[src/rtl/dma_beat_pkg.sv]
package dma_beat_pkg;

    localparam int BE_W = 4;

    typedef enum logic [1:0] {
        ST_IDLE = 2'd0,
        ST_BEAT = 2'd1,
        ST_END  = 2'd2
    } beat_state_t;

    typedef logic [BE_W-1:0] be_t;

endpackage

[src/rtl/dma_beat_lane.sv]
// Per-beat arithmetic: how many bytes this dword carries, which byte lanes
// are enabled, and whether the beat closes the burst.
module dma_beat_lane #(
    parameter int ADDR_W     = 32,
    parameter int REM_W      = 17,
    parameter int LINE_BYTES = 32
) (
    input  logic [ADDR_W-1:0]  cur_addr_i,
    input  logic [REM_W-1:0]   rem_i,
    input  logic               write_i,
    output dma_beat_pkg::be_t  be_o,
    output logic [2:0]         nbytes_o,
    output logic               last_o
);
    import dma_beat_pkg::*;

    localparam int LINE_LSB = $clog2(LINE_BYTES);

    logic [1:0] off;
    logic [2:0] avail;
    logic [2:0] nb;
    be_t        mask;

    assign off = cur_addr_i[1:0];

    always_comb begin
        avail = 3'd4 - {1'b0, off};
        if (rem_i < REM_W'(avail)) begin
            nb = rem_i[2:0];
        end else begin
            nb = avail;
        end
    end

    always_comb begin
        for (int i = 0; i < BE_W; i++) begin
            mask[i] = (3'(i) >= {1'b0, off}) && (3'(i) < ({1'b0, off} + nb));
        end
    end

    assign be_o     = write_i ? mask : {BE_W{1'b1}};
    assign nbytes_o = nb;
    assign last_o   = (rem_i == REM_W'(nb)) || (&cur_addr_i[LINE_LSB-1:2]);

endmodule

[src/rtl/dma_beat_addr.sv]
// Beat address register: loads the start address with bit 0 cleared, then
// advances to the next aligned dword after each beat.
module dma_beat_addr #(
    parameter int ADDR_W = 32
) (
    input  logic              clk,
    input  logic              rst_n,
    input  logic              load_i,
    input  logic [ADDR_W-1:0] addr_i,
    input  logic              step_i,
    output logic [ADDR_W-1:0] cur_o
);
    always_ff @(posedge clk) begin
        if (!rst_n) begin
            cur_o <= '0;
        end else if (load_i) begin
            cur_o <= {addr_i[ADDR_W-1:1], 1'b0};
        end else if (step_i) begin
            cur_o <= {cur_o[ADDR_W-1:2] + 1'b1, 2'b00};
        end
    end
endmodule

[src/rtl/dma_beat_remain.sv]
// Remaining byte counter; a zero count request is loaded as the full span.
module dma_beat_remain #(
    parameter int CNT_W = 16,
    parameter int REM_W = CNT_W + 1
) (
    input  logic             clk,
    input  logic             rst_n,
    input  logic             load_i,
    input  logic [CNT_W-1:0] count_i,
    input  logic             dec_i,
    input  logic [2:0]       dec_amt_i,
    output logic [REM_W-1:0] rem_o
);
    localparam logic [REM_W-1:0] FULL_SPAN = REM_W'(1) << CNT_W;

    always_ff @(posedge clk) begin
        if (!rst_n) begin
            rem_o <= '0;
        end else if (load_i) begin
            rem_o <= (count_i == '0) ? FULL_SPAN : {1'b0, count_i};
        end else if (dec_i) begin
            rem_o <= rem_o - REM_W'(dec_amt_i);
        end
    end

    // a beat never consumes more bytes than remain
    p_no_underflow_r7: assert property (@(posedge clk) disable iff (!rst_n)
        dec_i |-> (REM_W'(dec_amt_i) <= rem_o) && (dec_amt_i != 3'd0));
endmodule

[src/rtl/dma_beat_gen.sv]
module dma_beat_gen #(
    parameter int ADDR_W     = 32,
    parameter int CNT_W      = 16,
    parameter int LINE_BYTES = 32
) (
    input  logic              clk,
    input  logic              rst_n,
    input  logic              start_i,
    input  logic              write_i,
    input  logic [ADDR_W-1:0] addr_i,
    input  logic [CNT_W-1:0]  count_i,
    output logic              busy_o,
    output logic              beat_valid_o,
    output logic [ADDR_W-1:0] beat_addr_o,
    output logic [3:0]        beat_be_o,
    output logic              beat_last_o,
    output logic              burst_end_o,
    output logic [CNT_W:0]    rem_o,
    output logic              region_done_o
);
    import dma_beat_pkg::*;

    localparam int REM_W    = CNT_W + 1;
    localparam int LINE_LSB = $clog2(LINE_BYTES);

    beat_state_t       state_q, state_d;
    logic              wr_q;
    logic              load, step;
    logic [ADDR_W-1:0] cur_addr;
    logic [REM_W-1:0]  rem;
    be_t               lane_be;
    logic [2:0]        lane_nb;
    logic              lane_last;

    assign load = (state_q == ST_IDLE) && start_i;
    assign step = (state_q == ST_BEAT);

    // State register
    always_ff @(posedge clk) begin
        if (!rst_n) begin
            state_q <= ST_IDLE;
            wr_q    <= 1'b0;
        end else begin
            state_q <= state_d;
            if (load) begin
                wr_q <= write_i;
            end
        end
    end

    // Transitions
    always_comb begin
        state_d = state_q;
        unique case (state_q)
            ST_IDLE: if (start_i)   state_d = ST_BEAT;
            ST_BEAT: if (lane_last) state_d = ST_END;
            ST_END:                 state_d = ST_IDLE;
            default:                state_d = ST_IDLE;
        endcase
    end

    dma_beat_addr #(.ADDR_W(ADDR_W)) u_addr (
        .clk    (clk),
        .rst_n  (rst_n),
        .load_i (load),
        .addr_i (addr_i),
        .step_i (step),
        .cur_o  (cur_addr)
    );

    dma_beat_remain #(.CNT_W(CNT_W), .REM_W(REM_W)) u_remain (
        .clk       (clk),
        .rst_n     (rst_n),
        .load_i    (load),
        .count_i   (count_i),
        .dec_i     (step),
        .dec_amt_i (lane_nb),
        .rem_o     (rem)
    );

    dma_beat_lane #(.ADDR_W(ADDR_W), .REM_W(REM_W), .LINE_BYTES(LINE_BYTES)) u_lane (
        .cur_addr_i (cur_addr),
        .rem_i      (rem),
        .write_i    (wr_q),
        .be_o       (lane_be),
        .nbytes_o   (lane_nb),
        .last_o     (lane_last)
    );

    // Outputs
    always_comb begin
        busy_o        = 1'b0;
        beat_valid_o  = 1'b0;
        beat_addr_o   = '0;
        beat_be_o     = '0;
        beat_last_o   = 1'b0;
        burst_end_o   = 1'b0;
        region_done_o = 1'b0;
        unique case (state_q)
            ST_IDLE: ;
            ST_BEAT: begin
                busy_o       = 1'b1;
                beat_valid_o = 1'b1;
                beat_addr_o  = wr_q ? cur_addr : {cur_addr[ADDR_W-1:2], 2'b00};
                beat_be_o    = lane_be;
                beat_last_o  = lane_last;
            end
            ST_END: begin
                busy_o        = 1'b1;
                burst_end_o   = 1'b1;
                region_done_o = (rem == '0);
            end
            default: ;
        endcase
    end

    assign rem_o = rem;

    p_rd_full_r1: assert property (@(posedge clk) disable iff (!rst_n)
        beat_valid_o && !wr_q |-> (beat_be_o == 4'hF) && (beat_addr_o[1:0] == 2'b00));

    p_first_word_r2: assert property (@(posedge clk) disable iff (!rst_n)
        $rose(beat_valid_o) && wr_q && beat_addr_o[1] |-> beat_be_o[1:0] == 2'b00);

    p_same_line_r4: assert property (@(posedge clk) disable iff (!rst_n)
        beat_valid_o && !beat_last_o |=> beat_valid_o &&
            (beat_addr_o[ADDR_W-1:LINE_LSB] == $past(beat_addr_o[ADDR_W-1:LINE_LSB])));

    p_be_nonzero_r5: assert property (@(posedge clk) disable iff (!rst_n)
        beat_valid_o |-> beat_be_o != 4'h0);

    p_last_stops_r6: assert property (@(posedge clk) disable iff (!rst_n)
        beat_valid_o && beat_last_o |=> !beat_valid_o && burst_end_o);

endmodule

[config.mk]
export PLATFORM = sky130hd
export DESIGN_NAME = dma_beat_gen
export DESIGN_NICKNAME = d
export VERILOG_FILES = /design/src/rtl/dma_beat_pkg.sv /design/src/rtl/dma_beat_lane.sv /design/src/rtl/dma_beat_addr.sv /design/src/rtl/dma_beat_remain.sv /design/src/rtl/dma_beat_gen.sv
export SDC_FILE = /design/constraint.sdc
export NUM_CORES = 1
export LEC_CHECK = 0
export BUFFER_PORTS_ARGS = -buffer_cell sky130_fd_sc_hd__buf_2
export CORE_MARGIN = 10
export CORE_UTILIZATION = 57
export DETAILED_ROUTE_END_ITERATION = 6
export PLACE_DENSITY = 0.83
export SLEW_MARGIN = 0
export SYNTH_ARGS = -nofsm -noshare
export SYNTH_HDL_FRONTEND = slang
export SYNTH_HIERARCHICAL = 1
export SYNTH_SLANG_ARGS = --single-unit
[constraint.sdc]
create_clock -name clk -period 6.1 [get_ports clk]
set_input_delay 0 -clock clk [delete_from_list [all_inputs] [get_ports clk]]
set_output_delay 0 -clock clk [all_outputs]
set_load 0.05 [all_outputs]
* Yosys cells after proc, flatten, opt, wreduce, memory -nomap -nowiden
Cells that the tools add are included. Widths: inputs -> output; s select.
Storage, ports and cells: register bits 51, bits of input ports 52, output and inout port bits 58, word-level logic and storage cells 51
Cells by class: add/sub/neg operators 4, order comparisons 8, equal/unequal tests 5, muxes and demuxes 18, reduce and logical (&&, ||, !) cells 12
Operators by type and width (number):
- $mux 32 | 3
- $mux 17 | 3
- $add 30x1->30 const B | 1
- $eq 17x3->1 | 1
- $logic_not 17->1 | 1
- $lt 17x3->1 | 1
- $sub 17x3->17 | 1
- $logic_not 16->1 | 1
- $mux 4 | 2
- $lt 1x3->1 const A | 2
- $lt 2x3->1 const A | 2
- $mux 2 | 3
- $mux 1 | 5
- $ge 1x2->1 const A | 2
- $logic_and 1x1->1 | 4
- $pmux 2 s2 | 1
- $add 2x3->3 | 1
- $mux 3 | 1
- $reduce_and 3->1 | 1
- $sub 3x2->3 const A | 1
- $eq 2x1->1 const B | 1
- $eq 2x2->1 const B | 1
- $ge 2x2->1 const A | 1
- $logic_not 2->1 | 1
- 6 further kinds | 6

* Logic depth before layout (Yosys ltp)
Gate-level depths: netlist of the first run.
depth after elaboration 8, depth in mapped cells 16, depth with buffers taken out 15

* Modules after synthesis
Netlist of the first run, hierarchy kept.
By module, submodules not included:
- dma_beat_addr | instances 1, cells each 242, area each 1885.6 sq um, sequential area each 620.6 sq um
- dma_beat_remain | instances 1, cells each 132, area each 1141.1 sq um, sequential area each 340.3 sq um
- dma_beat_gen | instances 1, cells each 69, area each 485.5 sq um, sequential area each 60.1 sq um
- dma_beat_lane | instances 1, cells each 53, area each 419.2 sq um, sequential area each 0.0 sq um

* Worst setup path before layout of the first run
Ideal clock, no wire load.
path type reg-to-output, start reg u_remain.rem_o[2], end out beat_be_o[2], arrival 3.259 ns, data required time 6.100 ns, path slack 2.841 ns, cell stages (with the launch flop) 11, buffers on the path 0, path through dfxtp_1 > ha_1 > a21oi_1 > o21ai_2 > nor2_1 > o21ai_1 > fa_1 > xor2_1 > o211ai_4 > a32oi_1 > and2_1
On the way: cells in the longest elaborated chain, start to end 7
RTL lines:
- start, declared | RTL line dma_beat_remain.sv:12 | output logic [REM_W-1:0] rem_o
- start signal, assigned | RTL line dma_beat_remain.sv:20 | rem_o <= (count_i == '0) ? FULL_SPAN : {1'b0, count_i};
- start signal, assigned | RTL line dma_beat_remain.sv:22 | rem_o <= rem_o - REM_W'(dec_amt_i);
- $lt 17x3->1 | RTL line dma_beat_lane.sv:28 | if (rem_i < REM_W'(avail)) begin
- $mux 3 | RTL line dma_beat_lane.sv:28
- named net lane_nb[1] | RTL line dma_beat_gen.sv:32 | logic [2:0] lane_nb;
- $add 2x3->3 | RTL line dma_beat_lane.sv:37 | mask[i] = (3'(i) >= {1'b0, off}) && (3'(i) < ({1'b0, off} + nb));
- $lt 2x3->1 | RTL line dma_beat_lane.sv:37
- $logic_and 1x1->1 | RTL line dma_beat_lane.sv:37
- $mux 4 | RTL line dma_beat_lane.sv:41 | assign be_o = write_i ? mask : {BE_W{1'b1}};
- named net lane_be[2] | RTL line dma_beat_gen.sv:31 | be_t lane_be;
- $mux 4 | RTL line dma_beat_gen.sv:99 | unique case (state_q)
- end, declared | RTL line dma_beat_gen.sv:15 | output logic [3:0] beat_be_o,
The timed path passes the listed nets, and every way through them passes these cells.

* Final worst setup path of the first run
start reg u_addr.cur_o[1], end out beat_be_o[0]
On the way: cells in the longest elaborated chain, start to end 8, elaborated cells on any way between the ends 9, classes of those cells add/sub: 2; order compare: 3; mux: 3; reduce/logical: 1
RTL lines:
- start, declared | RTL line dma_beat_addr.sv:11 | output logic [ADDR_W-1:0] cur_o
- start signal, assigned | RTL line dma_beat_addr.sv:17 | cur_o <= {addr_i[ADDR_W-1:1], 1'b0};
- start signal, assigned | RTL line dma_beat_addr.sv:19 | cur_o <= {cur_o[ADDR_W-1:2] + 1'b1, 2'b00};
- $sub 3x2->3 (*) | RTL line dma_beat_lane.sv:27 | avail = 3'd4 - {1'b0, off};
- $lt 17x3->1 | RTL line dma_beat_lane.sv:28
- $mux 3 (*) | RTL line dma_beat_lane.sv:28
- named net lane_nb[1] | RTL line dma_beat_gen.sv:32
- $add 2x3->3 (*) | RTL line dma_beat_lane.sv:37
- $lt 1x3->1 (*) | RTL line dma_beat_lane.sv:37
- $logic_and 1x1->1 (*) | RTL line dma_beat_lane.sv:37
- $mux 4 (*) | RTL line dma_beat_lane.sv:41
- named net lane_be[0] | RTL line dma_beat_gen.sv:31
- $mux 4 (*) | RTL line dma_beat_gen.sv:99
Mark *: on every way through the listed nets, which the timed path passes. The rest lies on a longest branch.

==> results.py, run 1 <==
metrics = {
    "clock_network": {
        "clk_latency_ns": 0.30,
        "htreeDepth": 2,
        "cts_buffer_depth": 2,
        "post_cts_resized": 0,
        "numCtsBuffers": 5,
        "path_clk_slew_ns": 0.09,
        "cts_root_buffer": "clkbuf_8",
        "cts.sinks": 51,
        "cts_tree": "yes",
    },
    "pwr": {
        "power_leakage_nw": 2.01,
        "max-vdd-ir-drop_mv": 0.122,
        "finalPower_mw": 1.27,
        "power_density_mw_per_mm2": 266,
    },
    "yosys": {
        "ys_ff_latch": 51,
        "yosys_warnings": 6,
        "synth_xor_area_frac": 0.0512,
        "syn_avg_cell_area_um2": 7.93,
        "ys_seq_area_frac": 0.260,
        "ys.flop_type": "dfxtp_1",
        "synth_top_family_by_area": "simple AND/OR/NAND/NOR gates",
        "synthSimpleGateAreaFrac": 0.378,
        "synthMuxAreaShare": 0.0127,
        "yosys.cell_types.count": 70,
        "synth-compound-area-share": 0.190,
        "postSynth.asyncResetShare": 0,
        "syn_area_mm2": 0.00393,
        "synthCells": 496,
        "synthAdderAreaFrac": 0.0547,
        "synth-edff-count": 0,
        "syn-num-nets": 564,
    },
    "grt": {
        "antenna_found_initial": 1,
        "grt_max_degree": 69,
        "grt_first_pass_wirelength_um": 19800,
        "grt-ovfl-total": 0,
        "grt_pass1_vias": 4258,
        "grt_usage": 0.226,
    },
    "die": {
        "fp.dieW_um": 103,
        "dieArea_mm2": 0.0106,
        "die_height_um": 103,
        "ios": 110,
        "initial_core_util": 0.582,
        "core_area_mm2": 0.00676,
        "std_cell_rows": 30,
    },
    "route": {
        "drt_iter0_drc": 284,
        "post_drt_wl_per_cell_um": 17.5,
        "detail_route.first_pass.iterations": 6,
        "vias": 4335,
        "via_per_inst": 6.23,
        "drt-total-wl_um": 12200,
        "antenna_left": 0,
        "drc": 0,
    },
    "timing": {
        "period_needed_ns": 3.98,
        "setup_viol": 0,
        "fin_skew_ns": 0.00369,
        "setup_ws_ns": 2.12,
        "worst_slew_pin_slew_ns": 0.962,
        "slew_violations": 0,
        "timing.final.crit_share": 0.653,
        "setup_tns_ns": 0,
        "finalHoldViolations": 0,
        "grt_setup_unrepaired": "false",
        "slew-limit-headroom": 0.354,
        "fmax_mhz": 251,
        "worst_hold_slack_ns": 0.0123,
    },
    "layout": {
        "area_growth_pct": 21.8,
        "final_core_util": 0.709,
        "fin_cells": 696,
        "final_cell_mix": "107 x buf_2, 51 x dfxtp_1, 39 x and2_1",
        "final_common_cell": "buf_2",
        "stdcell_area_mm2": 0.00479,
        "drive_gt1_frac": 0.226,
        "final_nets": 682,
    },
    "placed_design": {
        "place_congestion": 0.920,
        "post-dp-hpwl_um": 8530,
        "dpl_cell_area_mm2": 0.00445,
        "port-buffer-count": 107,
        "place_inst": 662,
        "preCtsSetupSlack_ns": 2.55,
    },
    "worst_setup_path": {
        "worst_setup_path_start_kind": "flop",
        "r2r_slack_ns": 2.46,
        "crit_arrival_ns": 3.98,
        "cp.required_ns": 6.10,
        "max_stage_delay_ns": 0.54,
        "cp-end-kind": "output port",
        "crit_slowest_cell": "fa_1",
        "crit_path_cell_trace": "inv_1, ha_1, inv_1, ha_1, a21oi_1, o21ai_2, nor2_1, o21ai_1, fa_1, nor2_1, nor4b_1, a211oi_2, and2_1, buf_2",
        "path_max_fanout": 5,
        "cp_top_family": "adder cells",
        "path_class": "reg2out",
        "path_buf_inv": 3,
    },
    "min_path": {
        "holdCritPathClass": "in2reg",
    },
    "run": {
        "maxCapViolCount": 0,
    },
    "outcome": {
        "status": "complete, no violations",
    },
}
==> per-layer routing <==
metal  GRT usage  vias to the layer above  routed length (um)
met5           0                        -                   0
met4      0.0781                        0                 241
met3      0.0529                       26                1050
met2       0.397                      212                6040
met1       0.261                     2014                4870
li1            -                     2083                   -
==> area by class of cell <==
type                       count  area, um2
multi-input combinational    402       2710
fill                         562       1970
sequential                    51       1020
timing repair buffer         134        801
tap                           80        100
clock buffer                   7       76.3
inverter                      20       75.1
clock inverter                 1       5.00
antenna                        1       2.50
==> what timing repair did <==
action                                  4_1_cts  5_1_grt
endpoints found under the setup margin        0        0
endpoints found under the hold margin        25        0
setup buffers                                 0        0
hold buffers                                 25        0
==> Yosys cell counts (11+ instances only) <==
master,instances,area share
nand3_1,24,0.031
nand2_1,23,0.022
nand4_1,24,0.038
xor2_1,11,0.025
o21ai_0,30,0.038
clkbuf_1,13,0.012
nor2_1,32,0.031
inv_1,18,0.017
xnor2_1,12,0.027
a21oi_1,30,0.038
and2_1,40,0.064
dfxtp_1,51,0.26
ha_1,14,0.045
==> registers in the layout (all words and copies together), names as in the netlist <==
register	count
state_q	2
u_addr/cur_o	31
u_remain/rem_o	17
wr_q	1
==> power by group <==
| group | total [mW] | switching, mW | internal (mW) |
|---|---|---|---|
| Combinational | 0.613 | 0.410 | 0.203 |
| Sequential | 0.470 | 0.0884 | 0.381 |
| Clock | 0.191 | 0.110 | 0.0809 |
==> tightest hold or removal path, delay by kind of cell <==
family	cells	cell delay, ns
buffers and inverters	1	0.09
AOI/OAI and AO/OA	2	0.18
==> cell families (layout without fill, tap and decap cells) <==
group,after synthesis,in the layout
simple gates,243,243
compound gates,114,114
flops,51,51
buf+inv,43,162
xor+xnor,23,23
fa+ha+maj,16,16
mux,5,5
other cells,1,2
==> worst paths after layout <==
kind / startpoint / to / depth (start not counted)
hold reg to reg: u_addr/cur_o[31]$_SDFFE_PN0P_ / u_addr/cur_o[31]$_SDFFE_PN0P_ / 2
setup reg to reg: u_addr/cur_o[1]$_SDFFE_PN0P_ / u_remain/rem_o[14]$_SDFFE_PN0P_ / 13
hold / removal: count_i[5] / u_remain/rem_o[5]$_SDFFE_PN0P_ / 3
setup / recovery: u_addr/cur_o[1]$_SDFFE_PN0P_ / beat_be_o[0] / 14
No activity file was read; power rests on OpenSTA's default activity.
==> inputs of run 2 (changes only) <==
ABC_AREA = 1   (was not set)
CORE_UTILIZATION = 49   (was 57)
PLACE_DENSITY = 0.74   (was 0.83)
clock period = 3.55 ns   (was 6.1 ns; I/O delays follow)
==> results.py, run 2 <==
metrics = {
    "layout": {
        "largest_register_ff_count": 31,
        "drive_gt1_frac": 0.215,
        "reg_top3": "u_addr/cur_o (31), u_remain/rem_o (17), state_q (2)",
        "diodes": 0,
        "stdcell_area_mm2": 0.00537,
        "regMostFlops": "u_addr/cur_o",
        "multi_input_area_mm2": 0.00289,
        "final_cell_mix": "213 x nand2_1, 106 x inv_1, 106 x buf_2",
        "area_growth_pct": 20.4,
        "final-seq-area_mm2": 0.00102,
        "final_nets": 923,
        "fillers": 872,
        "final_common_cell": "nand2_1",
    },
    "die": {
        "die_height_um": 115,
        "dieArea_mm2": 0.0133,
        "initial_core_util": 0.506,
        "fp.dieW_um": 115,
        "ios": 110,
        "std_cell_rows": 34,
        "core_area_mm2": 0.00881,
    },
    "yosys": {
        "postSynth.asyncResetShare": 0,
        "yosys-top-cells-area": "dfxtp_1 23%, nand2_1 18%, inv_1 8.9%",
        "ys_seq_area_frac": 0.229,
        "yosys_warnings": 6,
        "yosys.cell_types.count": 44,
        "ys_ff_latch": 51,
        "ys.flop_type": "dfxtp_1",
        "synth_top_area_frac": 0.229,
        "synth_most_common_cell": "nand2_1",
        "syn_area_mm2": 0.00446,
        "synth_top_area_cell": "dfxtp_1",
        "synth_commonest_cells": "213 x nand2_1, 106 x inv_1, 85 x nor2_1",
        "syn_avg_cell_area_um2": 6.08,
        "syn-num-nets": 801,
        "synthCells": 733,
        "synth-edff-count": 0,
    },
    "clock_network": {
        "cts_tree": "yes",
        "clk_latency_ns": 0.32,
        "htreeDepth": 2,
        "cts_root_buffer": "clkbuf_8",
        "cts_buffer_depth": 2,
        "path_clk_slew_ns": 0.12,
        "numCtsBuffers": 5,
        "cts.sinks": 51,
    },
    "pwr": {
        "max-vdd-ir-drop_mv": 0.334,
        "power_leakage_nw": 2.70,
        "power_density_mw_per_mm2": 456,
    },
    "route": {
        "post_drt_wl_per_cell_um": 14.1,
        "detail_route.first_pass.iterations": 5,
        "drt-total-wl_um": 13600,
        "antenna_left": 0,
        "drc": 0,
        "via_per_inst": 5.21,
        "vias": 5021,
        "drt_iter0_drc": 392,
    },
    "worst_setup_path": {
        "cp.required_ns": 3.55,
        "crit_path_cell_trace": "inv_1, ha_2, inv_1, ha_1, nand2_1, nor2_2, nor2_4, nand3_4, nand2_1, o21ai_0, buf_4, fa_1, inv_1, nand3_2, nand2_2, nand2_1, o21ai_1, nand2_1, nand2_1, inv_1, buf_4",
        "max_stage_delay_ns": 0.42,
        "cp-end-kind": "output port",
        "crit_slowest_cell": "fa_1",
        "worst_setup_path_start_kind": "flop",
        "path_max_fanout": 7,
        "crit_arrival_ns": 3.24,
        "crit_path_frequent_cell": "nand2_1",
        "path_class": "reg2out",
    },
    "grt": {
        "grt_first_pass_wirelength_um": 22700,
        "grt-ovfl-total": 0,
        "grt_usage": 0.203,
        "antenna_found_initial": 0,
        "grt_pass1_vias": 4850,
        "grt_max_degree": 43,
    },
    "timing": {
        "slew_violations": 0,
        "setup_viol": 0,
        "setup_tns_ns": 0,
        "worst_slew_pin_slew_ns": 0.909,
        "slew-limit-headroom": 0.392,
        "grt_setup_unrepaired": "false",
        "fmax_mhz": 308,
        "finalHoldViolations": 0,
        "fin_skew_ns": 0.0181,
        "timing.final.crit_share": 0.914,
        "worst_hold_slack_ns": 0.00202,
        "period_needed_ns": 3.24,
    },
    "run": {
        "maxCapViolCount": 0,
    },
    "placed_design": {
        "post-dp-hpwl_um": 10100,
        "dpl_cell_area_mm2": 0.00503,
        "place_congestion": 0.908,
        "port-buffer-count": 107,
    },
    "min_path": {
        "holdCritPathClass": "in2reg",
    },
    "outcome": {
        "status": "complete, no violations",
    },
}
-- run 2: worst max-delay path: cells and delay by family (launching register included) --
| kind | cells | cell delay (ns) |
|---|---|---|
| adder cells (fa/ha/maj) | 3 | 1.03 |
| AND/OR/NAND/NOR | 10 | 0.77 |
| buffers and inverters | 6 | 0.59 |
| flip-flops | 1 | 0.39 |
| AO/OA/AOI/OAI | 2 | 0.15 |
-- run 2: worst paths after layout --
kind	startpoint	to	slack (ns)	depth (start not counted)
hold / removal	addr_i[17]	u_addr/cur_o[17]$_SDFFE_PN0P_	0.002	3
hold reg to reg	state_q[1]$_SDFFE_PN0P_	state_q[1]$_SDFFE_PN0P_	0.49	2
setup / recovery	u_addr/cur_o[1]$_SDFFE_PN0P_	beat_be_o[1]	0.31	21
setup reg to reg	u_addr/cur_o[1]$_SDFFE_PN0P_	u_remain/rem_o[14]$_SDFFE_PN0P_	0.44	19
-- run 2: final cells by class --
| type | instances | share of cell area |
|---|---|---|
| clock buffer | 5 | 0.0128 |
| clock inverter | 3 | 0.00862 |
| inverter | 112 | 0.0783 |
| multi-input combinational | 552 | 0.538 |
| sequential | 51 | 0.191 |
| tap | 108 | 0.0252 |
| timing repair buffer | 133 | 0.146 |
-- run 2: per-stage QoR --
| step | setup slack [ns] | util | power [mW] | std cells |
|---|---|---|---|---|
| after detailed placement | 0.326 | 0.571 | 1.98 | 934 |
| after global placement | 0.458 | 0.571 | 1.95 | 934 |
| final | 0.306 | 0.610 | 2.45 | 964 |
| after floorplan | 0.619 | - | 1.72 | 733 |
| after CTS | 0.131 | 0.607 | 2.44 | 962 |
| after global routing | 0.00639 | 0.610 | 2.62 | 964 |
-- run 2: power by group --
part / switching (mW) / leakage [nW] / internal (mW) / total [mW]
clock: 0.226 / 0.0548 / 0.213 / 0.439
combinational: 0.831 / 2.22 / 0.385 / 1.22
sequential: 0.143 / 0.421 / 0.647 / 0.790
-- run 2: routing by layer --
metal / global-route usage / part of all wire
met5: 0 / 0
met4: 0.0693 / 0.020
met3: 0.0349 / 0.075
met2: 0.333 / 0.46
met1: 0.262 / 0.45
-- run 2: what timing repair did --
action / 4_1_cts / 5_1_grt
hold buffers: 20 / 0
resized for setup: 0 / 5
setup buffers: 0 / 2
hold endpoints to repair: 20 / 0
endpoints found under the setup margin: 0 / 7
-- run 2: cell families after synthesis --
family                   Yosys count  synth area share
AO/OA/AOI/OAI                    104             0.141
adder cells (fa/ha/maj)           16            0.0483
XOR/XNOR                           6            0.0118
other                              1          0.000841
buffers and inverters            130             0.124
AND/OR/NAND/NOR                  425             0.445
flip-flops                        51             0.229
